--- config.mk ---
export PLATFORM = sky130hd
export DESIGN_NAME = decode_steer
export DESIGN_NICKNAME = d
export VERILOG_FILES = /design/src/rtl/dsteer_pkg.sv /design/src/rtl/dsteer_group.sv /design/src/rtl/dsteer_useq.sv /design/src/rtl/decode_steer.sv
export SDC_FILE = /design/constraint.sdc
export NUM_CORES = 1
export LEC_CHECK = 0
export ABC_AREA = 1
export BUFFER_PORTS_ARGS = -buffer_cell sky130_fd_sc_hd__buf_2
export CORE_UTILIZATION = 53
export DETAILED_ROUTE_END_ITERATION = 12
export PLACE_DENSITY_LB_ADDON = 0.12
export SLEW_MARGIN = 20
export SYNTH_ARGS = -nofsm -noshare
export SYNTH_HDL_FRONTEND = slang
export SYNTH_SLANG_ARGS = --single-unit
--- constraint.sdc ---
create_clock -name clk -period 5.1 [get_ports clk]
set_clock_uncertainty 0.15 [all_clocks]
set_input_delay 0.255 -clock clk [delete_from_list [all_inputs] [get_ports clk]]
set_output_delay 0.255 -clock clk [all_outputs]
set_load 0.05 [all_outputs]
--- src/rtl/dsteer_pkg.sv ---
package dsteer_pkg;
  localparam int DS_SLOTS    = 4;
  localparam int DS_CPLX_MAX = 4;
  localparam int DS_TAG_W    = 8;
  localparam int DS_CNT_W    = 5;

  typedef logic [DS_TAG_W-1:0] tag_t;
  typedef logic [DS_CNT_W-1:0] cnt_t;

  // payload stub for micro-ops produced by the wide/narrow decoders
  function automatic tag_t direct_word(tag_t t, cnt_t i);
    return t ^ tag_t'(i);
  endfunction

  // payload stub standing in for the microcode store: tag + 3*index
  function automatic tag_t rom_word(tag_t t, cnt_t i);
    tag_t e;
    e = tag_t'(i);
    return t + (e << 1) + e;
  endfunction
endpackage

--- src/rtl/dsteer_group.sv ---
module dsteer_group
  import dsteer_pkg::*;
#(
  parameter int SLOTS    = DS_SLOTS,
  parameter int CPLX_MAX = DS_CPLX_MAX,
  parameter int TAG_W    = DS_TAG_W,
  parameter int CNT_W    = DS_CNT_W
) (
  input  logic                        en,
  input  logic [SLOTS-1:0]            grp_valid,
  input  logic [SLOTS-1:0][TAG_W-1:0] grp_tag,
  input  logic [SLOTS-1:0][CNT_W-1:0] grp_cnt,
  output logic [SLOTS-1:0]            d_valid,
  output logic [SLOTS-1:0][TAG_W-1:0] d_tag,
  output logic [SLOTS-1:0][CNT_W-1:0] d_idx,
  output logic [SLOTS-1:0]            d_eoi,
  output logic [$clog2(SLOTS+1)-1:0]  take,
  output logic                        launch
);
  localparam int TAKE_W = $clog2(SLOTS+1);
  localparam int XW     = CNT_W + 1;

  logic [SLOTS-1:0] fits;
  logic [XW-1:0]    n0x;

  always_comb begin
    n0x     = {1'b0, grp_cnt[0]};
    launch  = en && grp_valid[0] && (n0x > XW'(CPLX_MAX));
    fits[0] = en && grp_valid[0] && (n0x <= XW'(CPLX_MAX));
    for (int k = 1; k < SLOTS; k++) begin
      fits[k] = fits[k-1] && grp_valid[k] && (grp_cnt[k] == CNT_W'(1)) &&
                (n0x + XW'(k) <= XW'(SLOTS));
    end
    take = launch ? TAKE_W'(1) : TAKE_W'($countones(fits));
  end

  always_comb begin
    for (int s = 0; s < SLOTS; s++) begin
      d_valid[s] = 1'b0;
      d_tag[s]   = '0;
      d_idx[s]   = '0;
      d_eoi[s]   = 1'b0;
      if (fits[0] && (XW'(s) < n0x)) begin
        d_valid[s] = 1'b1;
        d_tag[s]   = grp_tag[0];
        d_idx[s]   = CNT_W'(s);
        d_eoi[s]   = (XW'(s + 1) == n0x);
      end
      for (int k = 1; k < SLOTS; k++) begin
        if (fits[k] && (n0x + XW'(k - 1) == XW'(s))) begin
          d_valid[s] = 1'b1;
          d_tag[s]   = grp_tag[k];
          d_idx[s]   = '0;
          d_eoi[s]   = 1'b1;
        end
      end
    end
  end
endmodule

--- src/rtl/dsteer_useq.sv ---
module dsteer_useq
  import dsteer_pkg::*;
#(
  parameter int SLOTS = DS_SLOTS,
  parameter int TAG_W = DS_TAG_W,
  parameter int CNT_W = DS_CNT_W
) (
  input  logic                        clk,
  input  logic                        rst_n,
  input  logic                        flush,
  input  logic                        advance,
  input  logic                        launch,
  input  logic [TAG_W-1:0]            l_tag,
  input  logic [CNT_W-1:0]            l_cnt,
  output logic                        busy,
  output logic [TAG_W-1:0]            u_tag,
  output logic [SLOTS-1:0]            u_valid,
  output logic [SLOTS-1:0][CNT_W-1:0] u_idx,
  output logic [SLOTS-1:0]            u_eoi
);
  localparam int XW = CNT_W + 1;

  logic          busy_q;
  logic [TAG_W-1:0] tag_q;
  logic [XW-1:0] total_q;
  logic [XW-1:0] base_q;
  logic          last_beat;

  assign last_beat = (base_q + XW'(SLOTS)) >= total_q;

  always_ff @(posedge clk or negedge rst_n) begin
    if (!rst_n) begin
      busy_q  <= 1'b0;
      tag_q   <= '0;
      total_q <= '0;
      base_q  <= '0;
    end else if (flush) begin
      busy_q <= 1'b0;
    end else if (launch) begin
      busy_q  <= 1'b1;
      tag_q   <= l_tag;
      total_q <= {1'b0, l_cnt};
      base_q  <= '0;
    end else if (busy_q && advance) begin
      base_q <= base_q + XW'(SLOTS);
      if (last_beat) busy_q <= 1'b0;
    end
  end

  always_comb begin
    for (int s = 0; s < SLOTS; s++) begin
      u_valid[s] = busy_q && ((base_q + XW'(s)) < total_q);
      u_idx[s]   = CNT_W'(base_q + XW'(s));
      u_eoi[s]   = busy_q && ((base_q + XW'(s + 1)) == total_q);
    end
  end

  assign busy  = busy_q;
  assign u_tag = tag_q;
endmodule

--- src/rtl/decode_steer.sv ---
module decode_steer
  import dsteer_pkg::*;
#(
  parameter int SLOTS    = DS_SLOTS,
  parameter int CPLX_MAX = DS_CPLX_MAX,
  parameter int TAG_W    = DS_TAG_W,
  parameter int CNT_W    = DS_CNT_W,
  localparam int TAKE_W  = $clog2(SLOTS+1)
) (
  input  logic                        clk,
  input  logic                        rst_n,
  input  logic                        flush,
  input  logic [SLOTS-1:0]            grp_valid,
  input  logic [SLOTS-1:0][TAG_W-1:0] grp_tag,
  input  logic [SLOTS-1:0][CNT_W-1:0] grp_cnt,
  output logic                        grp_ready,
  output logic [TAKE_W-1:0]           grp_take,
  input  logic                        uop_ready,
  output logic [SLOTS-1:0]            uop_valid,
  output logic [SLOTS-1:0][TAG_W-1:0] uop_tag,
  output logic [SLOTS-1:0][CNT_W-1:0] uop_idx,
  output logic [SLOTS-1:0][TAG_W-1:0] uop_word,
  output logic [SLOTS-1:0]            uop_eoi,
  output logic [SLOTS-1:0]            uop_mseq
);
  // named internal events, observed by the bound checker
  logic seq_busy;
  logic seq_launch;
  logic grp_en;
  logic seq_show;

  logic [SLOTS-1:0]            d_valid, d_eoi, u_valid, u_eoi;
  logic [SLOTS-1:0][TAG_W-1:0] d_tag;
  logic [SLOTS-1:0][CNT_W-1:0] d_idx, u_idx;
  logic [TAG_W-1:0]            u_tag;
  logic [TAKE_W-1:0]           take_raw;
  logic                        launch_raw;

  assign grp_en     = !seq_busy && !flush;
  assign seq_launch = launch_raw && uop_ready;
  assign seq_show   = seq_busy && !flush;

  dsteer_group #(
    .SLOTS(SLOTS), .CPLX_MAX(CPLX_MAX), .TAG_W(TAG_W), .CNT_W(CNT_W)
  ) u_group (
    .en       (grp_en),
    .grp_valid(grp_valid),
    .grp_tag  (grp_tag),
    .grp_cnt  (grp_cnt),
    .d_valid  (d_valid),
    .d_tag    (d_tag),
    .d_idx    (d_idx),
    .d_eoi    (d_eoi),
    .take     (take_raw),
    .launch   (launch_raw)
  );

  dsteer_useq #(
    .SLOTS(SLOTS), .TAG_W(TAG_W), .CNT_W(CNT_W)
  ) u_useq (
    .clk    (clk),
    .rst_n  (rst_n),
    .flush  (flush),
    .advance(uop_ready),
    .launch (seq_launch),
    .l_tag  (grp_tag[0]),
    .l_cnt  (grp_cnt[0]),
    .busy   (seq_busy),
    .u_tag  (u_tag),
    .u_valid(u_valid),
    .u_idx  (u_idx),
    .u_eoi  (u_eoi)
  );

  assign grp_ready = grp_en && uop_ready;
  assign grp_take  = uop_ready ? take_raw : '0;

  always_comb begin
    for (int s = 0; s < SLOTS; s++) begin
      if (seq_show) begin
        uop_valid[s] = u_valid[s];
        uop_tag[s]   = u_valid[s] ? u_tag : '0;
        uop_idx[s]   = u_valid[s] ? u_idx[s] : '0;
        uop_eoi[s]   = u_eoi[s];
        uop_mseq[s]  = u_valid[s];
      end else begin
        uop_valid[s] = d_valid[s];
        uop_tag[s]   = d_tag[s];
        uop_idx[s]   = d_idx[s];
        uop_eoi[s]   = d_eoi[s];
        uop_mseq[s]  = 1'b0;
      end
      if (!uop_valid[s])
        uop_word[s] = '0;
      else if (uop_mseq[s])
        uop_word[s] = rom_word(uop_tag[s], uop_idx[s]);
      else
        uop_word[s] = direct_word(uop_tag[s], uop_idx[s]);
    end
  end
endmodule

* After elaboration in Yosys (flattened, before gate mapping)
Index checks and enable logic that the tools add are counted.
** Cells by class
- Add/subtract/negate cells :: 18
- $lt $le $gt $ge :: 14
- Equal/unequal tests :: 20
- Mux-type cells :: 104
- Bitwise gates (word level) :: 5
- Reductions and logical operators :: 52
** Operators with widths (number)
- 8-bit 2-to-1 mux :: 32
- 1-bit 2-to-1 mux :: 52
- 1-bit logical AND :: 41
- 5-bit 2-to-1 mux :: 8
- 8-bit by 5-bit adder with 8-bit output :: 4
- 8-bit by 6-bit adder with 8-bit output :: 4
- 8-bit by 5-bit bitwise XOR with 8-bit output :: 4
- 6-bit by 2-bit equality test with 1-bit output (second input constant) :: 4
- 6-bit by 5-bit equality test with 1-bit output :: 4
- 6-bit by 5-bit less-than comparator with 1-bit output :: 4
- 5-bit by 1-bit equality test with 1-bit output (second input constant) :: 4
- 6-bit by 3-bit less-or-equal comparator with 1-bit output (second input constant) :: 3
- 6-bit logical NOT :: 3
- 2-bit 2-to-1 mux :: 8
- 5-bit by 2-bit adder with 6-bit output (second input constant) :: 2
- 6-bit by 2-bit adder with 6-bit output (second input constant) :: 2
- 6-bit by 1-bit equality test with 1-bit output (second input constant) :: 2
- 6-bit 2-to-1 mux :: 2
- 2-bit by 5-bit equality test with 1-bit output (first input constant) :: 2
- 5-bit by 2-bit equality test with 1-bit output (second input constant) :: 2
- 1-bit by 5-bit less-than comparator with 1-bit output (first input constant) :: 2
- 2-bit by 5-bit less-than comparator with 1-bit output (first input constant) :: 2
- 5-bit by 1-bit adder with 6-bit output (second input constant) :: 1
- 6-bit by 1-bit adder with 6-bit output (second input constant) :: 1
- other kinds (14) :: 20
** Word-level totals
- Register bits after elaboration :: 20
- Input port bits :: 60
- Output and inout port bits :: 100
- Logic and storage cells :: 217

* Longest topological paths before layout
- Word-level depth :: 20
- Gate-level depth with buffers :: 32
- Mapped depth without buffers :: 31

* Modules after synthesis
Synthesis repeated with hierarchy kept, for this count alone.
** Second synthesis, totals
- Cells, all modules :: 1042
- Area, all modules :: 6242.2 µm²
** By module, submodules not included
- decode_steer :: instances 1, cells each 543, area an instance 3101.7 µm², seq. area each 0.0 µm²
- dsteer_group :: instances 1, cells each 367, area an instance 1869.3 µm², seq. area each 0.0 µm²
- dsteer_useq :: instances 1, cells each 132, area an instance 1271.2 µm², seq. area each 450.4 µm²

* Worst setup path before layout
OpenSTA, ideal clock, no wires.
- Kind :: flip-flop to output port
- Start point :: register u_useq.base_q[4]
- End point :: output port uop_word[29] (netlist bit)
- Arrival time :: 5.114 ns
- Required time :: 4.695 ns
- Path slack :: -0.419 ns
- Stages on the path, launching flop included :: 17
- Buffers on the path :: 2
- Path through :: dfrtp_1 > clkbuf_1 > ha_1 > or2_2 > nor4_1 > nand2_1 > clkbuf_1 > o21ai_0 > ha_1 > ha_1 > inv_1 > fa_1 > nor2_1 > o21ai_0 > nand2_1 > o21ai_0 > o21ai_0
** RTL lines
- start, declared :: line dsteer_useq.sv:26 : logic [XW-1:0] base_q;
- start signal, assigned :: line dsteer_useq.sv:45 : base_q <= base_q + XW'(SLOTS);
- end, declared :: line decode_steer.sv:22 : output logic [SLOTS-1:0][TAG_W-1:0] uop_word,

==> tab_implementation.tex <==
\begin{tabular}{lr}
\hline
Metric & Value \\
\hline
\multicolumn{2}{l}{\textbf{Run status}} \\
Status & complete, but fails checks \\
Violations in the final reports & DRC \\
\multicolumn{2}{l}{\textbf{Clocking}} \\
Maximum root-to-sink buffer count & 2 \\
Number of levels in the clock H-tree & 1 \\
Clock tree from TritonCTS & done \\
Clock network latency to the later pin of the worst-skew pair & about 0.26 ns \\
Clock sink total & 18 \\
Post-CTS clock slew at the launch and capture registers of the worst setup and hold paths & around 0.070 ns \\
Clock tree root buffer cell & clkbuf\_8 \\
Total clock buffers created by CTS & 3 \\
\multicolumn{2}{l}{\textbf{Yosys}} \\
Post-synthesis cell type with the largest combined area & nand2\_1 \\
Ranking of synthesized cells by area & nand2\_1 14\%, ha\_1 14\%, inv\_1 12\%, dfrtp\_1 9.2\%, o21ai\_0 7.9\% \\
Post-Syn Area & 0.004886 sq mm \\
Dominant register cell in the synthesized netlist & dfrtp\_1 \\
Gate count after technology mapping & 815 \\
Post-synth top area share & between 10\% and 20\% \\
Mean area per synthesized cell & 5.995 sq um \\
Post-synth EDFFs & 0 \\
Top-count cell post-synth & nand2\_1 \\
Register area share after synthesis & under 10\% \\
Count of cell types in the netlist & 50 \\
Number of warnings reported in the yosys synthesis log & 0 \\
Register bit count reported by yosys & 18 \\
Top cell types by occurrence after synthesis & 180 x nand2\_1, 162 x inv\_1, 85 x nor2\_1, 77 x o21ai\_0 \\
Synth async-reset ratio & 100.0\% \\
\multicolumn{2}{l}{\textbf{Timing}} \\
Number of pins with negative max-slew slack in the final report & 0 \\
Final period utilization & just over 90\% \\
Max Clk Rate & around 210 MHz \\
Final worst path period need & 4.728 ns \\
RSZ-0062 raised after global routing & true \\
Actual slew at the worst max-slew pin & 0.9488 ns \\
Worst hold-check slack & 0.1992 ns \\
Count of final hold-check violations & 0 \\
Count of final setup violators & 0 \\
Headroom to the max-slew limit & between 30\% and 40\% \\
\multicolumn{2}{l}{\textbf{GRT}} \\
Largest net degree at the start of global routing & 30 \\
Initial antenna violation count & 0 \\
Vias in the first global route & between 5000 and 6000 \\
Overflow after GRT & 0 \\
Overall routing resource usage & about a third \\
First-pass GRT wire length & around 27000 um \\
\multicolumn{2}{l}{\textbf{Worst setup path}} \\
Setup slack, reg-to-reg & $\sim$2.9 ns \\
Req. time, crit path & $\sim$4.7 ns \\
Kind of critical path & reg2out \\
Peak fanout along the critical path & 19 \\
Crit Reg-Reg Endpoint & u\_useq.base\_q[3] \\
Kind of start point of the critical path & register \\
Endpoint class of the critical path & output port \\
Worst Path Arrival & between 4 and 5 ns \\
Reg-to-reg critical path startpoint & u\_useq.busy \\
Depth of the worst register-to-register path & 6 \\
\multicolumn{2}{l}{\textbf{Pwr}} \\
Power Density & approximately 170 mW/mm\^{}2 \\
Overall power after layout & a little over 1000 uW \\
Worst IR Drop VDD & about 160 uV \\
Leakage power figure & between 0.003 and 0.004 uW \\
\multicolumn{2}{l}{\textbf{Placed design}} \\
Post-DP HPWL & approximately 14000 um \\
Cell total after placement & around 1100 \\
Buffers on Ports & $\sim$160 \\
Final Wtd Congestion & 1.022 \\
\multicolumn{2}{l}{\textbf{Drt}} \\
Total detailed-routing wirelength & 16800 um \\
Number of remaining DRC errors & 11 \\
Via count & 6022 \\
Number of DRC markers in iteration 0 & 528 \\
Detailed-route vias per instance & 5.510 \\
Wire length per cell & 15.37 um \\
Number of antenna-violating nets in the routed design & 0 \\
Pre-Repair DR Iteration Count & 10 \\
\multicolumn{2}{l}{\textbf{Finish}} \\
Final Net Count & approximately 1100 \\
Diodes inserted & 0 \\
Synthesis-to-finish area growth & 22.89\% \\
Final cell count without fillers & 1093 \\
Finished Core Util & 68.19\% \\
Fraction of final layout cells with drive strength greater than 1 & a little under a quarter \\
\multicolumn{2}{l}{\textbf{Die}} \\
Starting utilization of the core area & around 55\% \\
Floorplan core area & around 0.0088 sq mm \\
I/O Pins & 160 \\
Vert. Die Dim & a little under 100 um \\
Die Area & around 0.0096 sq mm \\
Die span in x & 98.02 um \\
Row cnt & 34 \\
\multicolumn{2}{l}{\textbf{Worst hold path}} \\
Type of the tightest min-delay check & in2reg \\
Launch instance of the worst min-delay path & grp\_tag[5] \\
Hold Crit Endpoint & u\_useq.u\_tag[5] \\
Cells on Worst Hold Path & 3 \\
\multicolumn{2}{l}{\textbf{Flow run}} \\
Max-capacitance violation count & 0 \\
\hline
\end{tabular}
[layout make-up]
| type | instances | area (sq um) |
|---|---|---|
| inverters | 170 | 644.4 |
| flip-flops and latches | 18 | 450.4 |
| multi-input cells | 615 | 3764 |
| repair buffers | 178 | 955.9 |
| clock buffers | 4 | 55.05 |
| fillers | 873 | 2801 |
| well taps | 108 | 135.1 |
[layout by cell type, fill, tap and decap left out, types with 2 or more instances in the layout]
cell / n
o221ai_1: 2
or2_2: 3
conb_1: 10
nand3_2: 3
ha_1: 52
o2111ai_1: 2
inv_2: 7
nor2_4: 2
nand2_1: 180
buf_4: 22
o21ai_1: 9
nor2_1: 83
nand3_1: 52
o22ai_1: 11
nand4_1: 17
clkbuf_4: 2
dfrtp_1: 18
nand3b_1: 4
xor2_1: 5
nor2_8: 4
buf_2: 153
inv_1: 160
nand3_4: 3
fa_1: 17
nor3_1: 7
nor2_2: 5
nand2_4: 3
nand2_2: 3
o21bai_1: 3
nand4_2: 2
or2_0: 2
o211ai_1: 15
o21ai_0: 70
xnor2_1: 3
a21oi_1: 26
clkbuf_8: 4
[metal layers]
layer	global-route usage [%]	vias up	part of all wire [%]
met5	0	-	0
met4	11.07	0	2.8
met3	4.080	49	9.7
met2	56.28	306	45
met1	48.72	2709	43
li1	-	2958	-
[stage by stage]
step | TNS [ns] | cell area [sq um] | worst slack, ns
3_5_place_dp | 0 | 5843 | 0.2818
6_report | 0 | 6005 | 0.3715
4_1_cts | 0 | 5908 | 0.1426
3_3_place_gp | 0 | 5843 | 0.3189
2_1_floorplan | 0 | 4941 | 0.005463
5_1_grt | -0.05475 | 6005 | -0.05475
[state kept, by name (all words and copies together) (netlist names)]
register and cells:
u_useq.busy 1, u_useq.base_q 4, u_useq.u_tag 8, u_useq.total_q 5
[logic make-up (layout without fill, tap and decap cells)]
kind of cell | after synthesis | after routing | synth area share, %
flip-flops | 18 | 18 | 9.219
AO/OA/AOI/OAI | 148 | 148 | 17.29
buffers and inverters | 190 | 352 | 15.39
AND/OR/NAND/NOR | 377 | 377 | 35.57
adder cells (fa/ha/maj) | 70 | 70 | 20.54
multiplexers | 2 | 2 | 0.4097
other | 2 | 10 | 0.1537
XOR/XNOR | 8 | 8 | 1.434
[worst max-delay path: stages (launching register included)]
cell and delay (ns):
dfrtp_1 0.38, inv_1 0.09, ha_1 0.19, or2_2 0.29
nor4_1 0.26, nand2_1 0.13, buf_4 0.22, nand2_1 0.13
inv_1 0.10, fa_1 0.53, inv_1 0.04, ha_1 0.21
inv_1 0.07, fa_1 0.19, nor2_2 0.06, o21ai_0 0.14
nand2_1 0.08, nand2_1 0.06, inv_1 0.04, or2_2 0.26
a21oi_1 0.17, nor2_1 0.06, nand4_1 0.08, nand2_1 0.06
clkbuf_4 0.21
[how the worst max path moves through the flow]
stage | from | end | slack [ns] | depth (start not counted)
2_1_floorplan | u_useq.base_q[4] | uop_word[31] | 0.005 | 21
3_3_place_gp | grp_cnt[1] | uop_word[31] | 0.32 | 32
3_5_place_dp | grp_cnt[1] | uop_word[31] | 0.28 | 32
4_1_cts | u_useq.busy | uop_word[31] | 0.14 | 28
5_1_grt | grp_cnt[1] | uop_word[31] | -0.05 | 32
6_report | u_useq.total_q[4] | uop_word[31] | 0.37 | 24
[where the power goes]
part	switching [uW]	internal, uW	total (uW)
logic	486	198	685
registers	40.3	174	214
clock network	51.7	68.7	120
total	579	441	1020
[repair_timing]
action                                  4_1_cts  5_1_grt
endpoints found under the setup margin        0        7
hold endpoints to repair                     18        0
hold buffers                                  1        0
gates resized for setup                       0       12
setup buffers                                 0        7
Power figures use the tool's default switching activity.
